**config.mk**
```make
export PLATFORM = sky130hd
export DESIGN_NAME = rle_rd_port
export DESIGN_NICKNAME = d
export VERILOG_FILES = /design/src/rtl/rle_rd_pkg.sv /design/src/rtl/rle_src_merge.sv /design/src/rtl/rle_len_detect.sv /design/src/rtl/rle_run_ctr.sv /design/src/rtl/rle_rd_port.sv
export SDC_FILE = /design/constraint.sdc
export NUM_CORES = 1
export LEC_CHECK = 0
export BUFFER_PORTS_ARGS = -buffer_cell sky130_fd_sc_hd__buf_4
export CAP_MARGIN = 10
export CORE_AREA = 8 8 62 64
export CTS_CLUSTER_SIZE = 8
export DETAILED_ROUTE_END_ITERATION = 16
export DIE_AREA = 0 0 70 72
export GPL_ROUTABILITY_DRIVEN = 0
export PLACE_DENSITY = 0.65
export REMOVE_ABC_BUFFERS = 1
export SLEW_MARGIN = 20
export SYNTH_ARGS = -nofsm -noshare
export SYNTH_HDL_FRONTEND = slang
export SYNTH_SLANG_ARGS = --single-unit
```
**constraint.sdc**
```tcl
create_clock -name clk -period 2 [get_ports clk]
set_input_delay 0.4 -clock clk [delete_from_list [all_inputs] [get_ports clk]]
set_output_delay 0.4 -clock clk [all_outputs]
set_load 0.005 [all_outputs]
```
**src/rtl/rle_rd_pkg.sv**
```systemverilog
package rle_rd_pkg;
  localparam int unsigned DEF_DATA_W = 8;
  localparam int unsigned DEF_N_SRC  = 3;

  typedef enum logic {
    RUN_IDLE = 1'b0,
    RUN_LOAD = 1'b1
  } run_state_e;
endpackage

```
**src/rtl/rle_src_merge.sv**
```systemverilog
module rle_src_merge #(
  parameter int unsigned N_SRC = 3
) (
  input  logic [N_SRC-1:0] req,
  output logic             any_req
);
  logic [N_SRC:0] acc;

  assign acc[0] = 1'b0;
  for (genvar g = 0; g < N_SRC; g++) begin : g_or
    assign acc[g+1] = acc[g] | req[g];
  end

  assign any_req = acc[N_SRC];
endmodule

```
**src/rtl/rle_len_detect.sv**
```systemverilog
module rle_len_detect #(
  parameter int unsigned DATA_W = 8,
  localparam int unsigned CNT_W = DATA_W - 1
) (
  input  logic              dir_in,
  input  logic              present,
  input  logic [DATA_W-1:0] data,
  input  logic              tag,
  output logic              is_marker,
  output logic [CNT_W-1:0]  count
);
  assign is_marker = dir_in & present & ~tag & ~data[DATA_W-1];
  assign count     = data[CNT_W-1:0];
endmodule

```
**src/rtl/rle_run_ctr.sv**
```systemverilog
module rle_run_ctr
  import rle_rd_pkg::*;
#(
  parameter int unsigned CNT_W = 7
) (
  input  logic             clk,
  input  logic             rst_n,
  input  logic             clr,
  input  logic             load,
  input  logic [CNT_W-1:0] load_val,
  input  logic             step,
  output logic             active,
  output logic             last
);
  run_state_e       st_q, st_d;
  logic [CNT_W-1:0] cnt_q, cnt_d;

  always_comb begin
    st_d  = st_q;
    cnt_d = cnt_q;
    if (clr) begin
      st_d  = RUN_IDLE;
      cnt_d = '0;
    end else if (load) begin
      st_d  = RUN_LOAD;
      cnt_d = load_val;
    end else if (step && st_q == RUN_LOAD) begin
      if (cnt_q == '0) begin
        st_d = RUN_IDLE;
      end else begin
        cnt_d = cnt_q - CNT_W'(1);
      end
    end
  end

  always_ff @(posedge clk or negedge rst_n) begin
    if (!rst_n) begin
      st_q  <= RUN_IDLE;
      cnt_q <= '0;
    end else begin
      st_q  <= st_d;
      cnt_q <= cnt_d;
    end
  end

  assign active = (st_q == RUN_LOAD);
  assign last   = (cnt_q == '0);
endmodule

```
**src/rtl/rle_rd_port.sv**
```systemverilog
module rle_rd_port
  import rle_rd_pkg::*;
#(
  parameter int unsigned DATA_W = DEF_DATA_W,
  parameter int unsigned N_SRC  = DEF_N_SRC
) (
  input  logic              clk,
  input  logic              rst_n,
  input  logic              dir_in,
  input  logic              flush,
  input  logic              head_empty,
  input  logic [DATA_W-1:0] head_data,
  input  logic              head_tag,
  input  logic              host_rd_main,
  input  logic              host_rd_alt,
  input  logic              host_rd_dma,
  output logic              head_pop,
  output logic              host_empty,
  output logic              rd_valid,
  output logic [DATA_W-1:0] rd_data,
  output logic              comp_cap
);
  localparam int unsigned CNT_W = DATA_W - 1;

  // reset: asynchronous assertion, synchronous release
  logic [1:0] rst_sync_q;
  logic       rst_int_n;

  always_ff @(posedge clk or negedge rst_n) begin
    if (!rst_n) begin
      rst_sync_q <= 2'b00;
    end else begin
      rst_sync_q <= {rst_sync_q[0], 1'b1};
    end
  end
  assign rst_int_n = rst_sync_q[1];

  // merge the read paths
  logic [N_SRC-1:0] rd_vec;
  logic             rd_any;

  if (N_SRC >= 3) begin : g_three
    assign rd_vec = {{(N_SRC-3){1'b0}}, host_rd_dma, host_rd_alt, host_rd_main};
  end else begin : g_bad
    assign rd_vec = '0;
  end

  rle_src_merge #(.N_SRC(N_SRC)) u_merge (
    .req     (rd_vec),
    .any_req (rd_any)
  );

  // classify the head entry
  logic             hd_marker;
  logic [CNT_W-1:0] hd_count;

  rle_len_detect #(.DATA_W(DATA_W)) u_detect (
    .dir_in    (dir_in),
    .present   (~head_empty),
    .data      (head_data),
    .tag       (head_tag),
    .is_marker (hd_marker),
    .count     (hd_count)
  );

  // run counter
  logic run_active, run_last;
  logic auto_take, rd_ok, rd_step, rd_pop;

  rle_run_ctr #(.CNT_W(CNT_W)) u_run (
    .clk      (clk),
    .rst_n    (rst_int_n),
    .clr      (flush),
    .load     (auto_take),
    .load_val (hd_count),
    .step     (rd_step),
    .active   (run_active),
    .last     (run_last)
  );

  // next-state logic
  always_comb begin
    host_empty = head_empty | (~run_active & hd_marker);
    auto_take  = hd_marker & ~run_active & ~flush & rst_int_n;
    rd_ok      = rd_any & ~host_empty & ~flush & rst_int_n;
    rd_step    = rd_ok & run_active;
    rd_pop     = rd_ok & (~run_active | run_last);
    head_pop   = auto_take | rd_pop;
  end

  // output registers
  logic              valid_q;
  logic [DATA_W-1:0] data_q;

  always_ff @(posedge clk or negedge rst_int_n) begin
    if (!rst_int_n) begin
      valid_q <= 1'b0;
    end else begin
      valid_q <= rd_ok;
    end
  end

  always_ff @(posedge clk or negedge rst_int_n) begin
    if (!rst_int_n) begin
      data_q <= '0;
    end else if (rd_ok) begin
      data_q <= head_data;
    end
  end

  assign rd_valid = valid_q;
  assign rd_data  = data_q;
  assign comp_cap = 1'b0;
endmodule

```
==> out/metrics.csv <==
metric,value,unit
Multi-input gate area,469,sq um
Synth Warn #,0,
fillers,281,
"CTS clk-pin slew, worst paths",0.11,ns
chip height,72,microns
Commonest cells post-synth,"dfrtp_1 (19), mux2_2 (8), nand2_1 (5), nor2_1 (5), inv_1 (4)",
number of nets with antenna violations after routing,0,
Reg-to-Reg End,u_run.cnt_q[4]$_DFFE_PN0P_,
ys flop type,dfrtp_1,
Yosys top cell by area,dfrtp_1,
Tot GR Track Use,0.0877,
largest net degree at the start of global routing,18,
most common cell in the netlist,dfrtp_1,
number of synthesized flops with an enable pin,0,
Cell Rows,20,
Async SR Flop Fraction,1.00,
slew margin rel.,0.649,
crit path to,head_pop,
GR Overflow Total,0,
CP Data Arrival Time,1.55,ns
Crit Path Category,reg2out,
RSZ-0062 raised after global routing,true,
core footprint,2900,sq um
initial antenna violation count,0,
Worst-Skew Late Latency,0.31,ns
startpoint types,register,
Hold Crit Class,reg2async,
first-pass GRT wire length,3670,microns
vias per inst,4.96,
DP HPWL,1770,microns
slowest CP cell,dfrtp_2,
drt wl/cell,15.0,microns
final hold vios,0,
Pre-antenna DRT Iters,4,
Worst-Margin Slew,0.522,ns
final period utilization,0.974,
r2r setup slk,0.21,ns
die width,70,microns
total CTS buffers,3,
# port buffers,27,
vias in the first global route,825,
Area contributors post-synth,"dfrtp_1 (50%), mux2_2 (9.4%), a22o_1 (2.8%)",
crit-path max cell delay,0.45,ns
# diodes,0,
Fin Hold WS,0.264,ns
mean post-synth cell area,11.6,sq um
IO Pins,29,
"Cell Chain, Critical Path",nor4_4 > a31oi_2 > o31ai_2 > buf_4,
number of max-cap violations,0,
clk_skew,0.00162,ns
outcome,"finished, final reports clean",
vias,774,
FF/Latch Area,478,sq um
final WL,2340,microns
Final nets,143,
DR iter-0 viols,10,
sequential share of the synthesized area,0.498,
CTS tree,yes,
Leak,0.610,nW
clock sinks,19,
# DRC,0,
Slew Limit Fails,0,
Power Dens Cells,637,nW/um^2
Fmax achieved,513,MHz
Synth Register Bits,19,
H-tree level count,1,
worst endpoint required time,1.60,ns
clk buf depth,2,
initial cell density of the core,0.329,
Synth cell types,33,
fin crit period,1.95,ns
setup TNS,0,ns
R2R Path Start,u_run.cnt_q[0]$_DFFE_PN0P_,
"IR drop worst, VDD",0.631,mV
final setup vio count,0,
cell area after synthesis,955,sq um
Setup crit end kind,primary output,
Synth Instances,82,
die area,5040,sq um
crit-path max FO,3,
root buf cell,clkbuf_4,
share of layout cells above drive strength 1,0.496,
worst r2r path cells,8,
P&R area growth vs syn,39.2,%
CP startpoint,u_run.cnt_q[2]$_DFFE_PN0P_,
top-area cell type share of the netlist area,0.498,
cells by family after synthesis:
group,Yosys count,share of synthesized area
buffers and inverters,6,0.0314
other,2,0.00787
flip-flops,19,0.498
AO/OA/AOI/OAI,15,0.128
AND/OR/NAND/NOR,26,0.177
multiplexers,8,0.0944
adder cells (fa/ha/maj),2,0.0262
XOR/XNOR,4,0.0367
flip-flops by register name (all words and copies together), names as in the netlist:
name / cells
rst_sync_q: 2
rd_valid: 1
u_run.active: 1
u_run.cnt_q: 7
rd_data: 8
placed cells by master (no fill, tap or decap), drive strengths merged, types with 2 or more instances in the layout:
master / count
a21oi: 2
a211oi: 3
nand3: 2
ha: 2
nor4: 2
conb: 2
buf: 38
dfrtp: 19
o31ai: 2
and2: 2
nand4: 2
mux2: 8
nand2: 5
xor2: 2
nor2: 6
xnor2: 2
clkbuf: 3
a22o: 3
inv: 4
power breakdown:
| group | internal [mW] | leakage (nW) | switching [mW] |
|---|---|---|---|
| clock network | 0.0763 | 0.0139 | 0.129 |
| logic | 0.119 | 0.357 | 0.0704 |
| registers | 0.427 | 0.239 | 0.0240 |
| total | 0.622 | 0.610 | 0.224 |
area by class of cell:
class	count	share of cell area
inverter	4	0.0113
timing repair buffer	39	0.222
clock inverter	1	0.00565
multi-input combinational	57	0.353
sequential	19	0.360
clock buffer	3	0.0169
tap	33	0.0311
stage by stage:
stage	total power [mW]	cells	setup slack [ns]	area (sq um)	util
after global placement	0.637	145	0.202	1220	0.421
after floorplan	0.526	80	0.0881	940	-
after CTS	0.854	151	0.0223	1280	0.441
after global routing	0.887	156	-0.0275	1330	0.458
final	0.846	156	0.0516	1330	0.458
after detailed placement	0.641	145	0.195	1220	0.421
how the worst min path moves through the flow:
stage                                       endpoint  slack, ns  depth (start not counted)
after CTS                 u_run.cnt_q[1]$_DFFE_PN0P_       0.27                          1
after detailed placement     rst_sync_q[0]$_DFF_PN0_       0.19                          1
after global routing      u_run.cnt_q[4]$_DFFE_PN0P_       0.29                          2
after floorplan              rst_sync_q[0]$_DFF_PN0_       0.10                          0
final                     u_run.cnt_q[6]$_DFFE_PN0P_       0.26                          1
after global placement       rst_sync_q[0]$_DFF_PN0_       0.18                          1
layer usage:
layer | vias to the layer above | GRT usage | wire length [microns]
met5 | - | 0 | 0
met4 | 0 | 0.0223 | 10
met3 | 2 | 0.0396 | 152
met2 | 24 | 0.143 | 1140
met1 | 368 | 0.102 | 1040
li1 | 380 | - | -
critical path, delay by kind of cell, from the launching register on:
family	cells	cell delay [ns]
DFF	1	0.45
AOI/OAI and AO/OA	2	0.34
and+or+nand+nor	1	0.31
buffers and inverters	1	0.14
timing repair:
item                                    CTS  global route
hold endpoints to repair                  2             0
pin swaps                                 1             3
hold buffers                              1             0
gates resized for setup                   2             3
buffers inserted                          1             5
endpoints found under the setup margin    1             1
No activity file was read; power rests on OpenSTA's default activity.
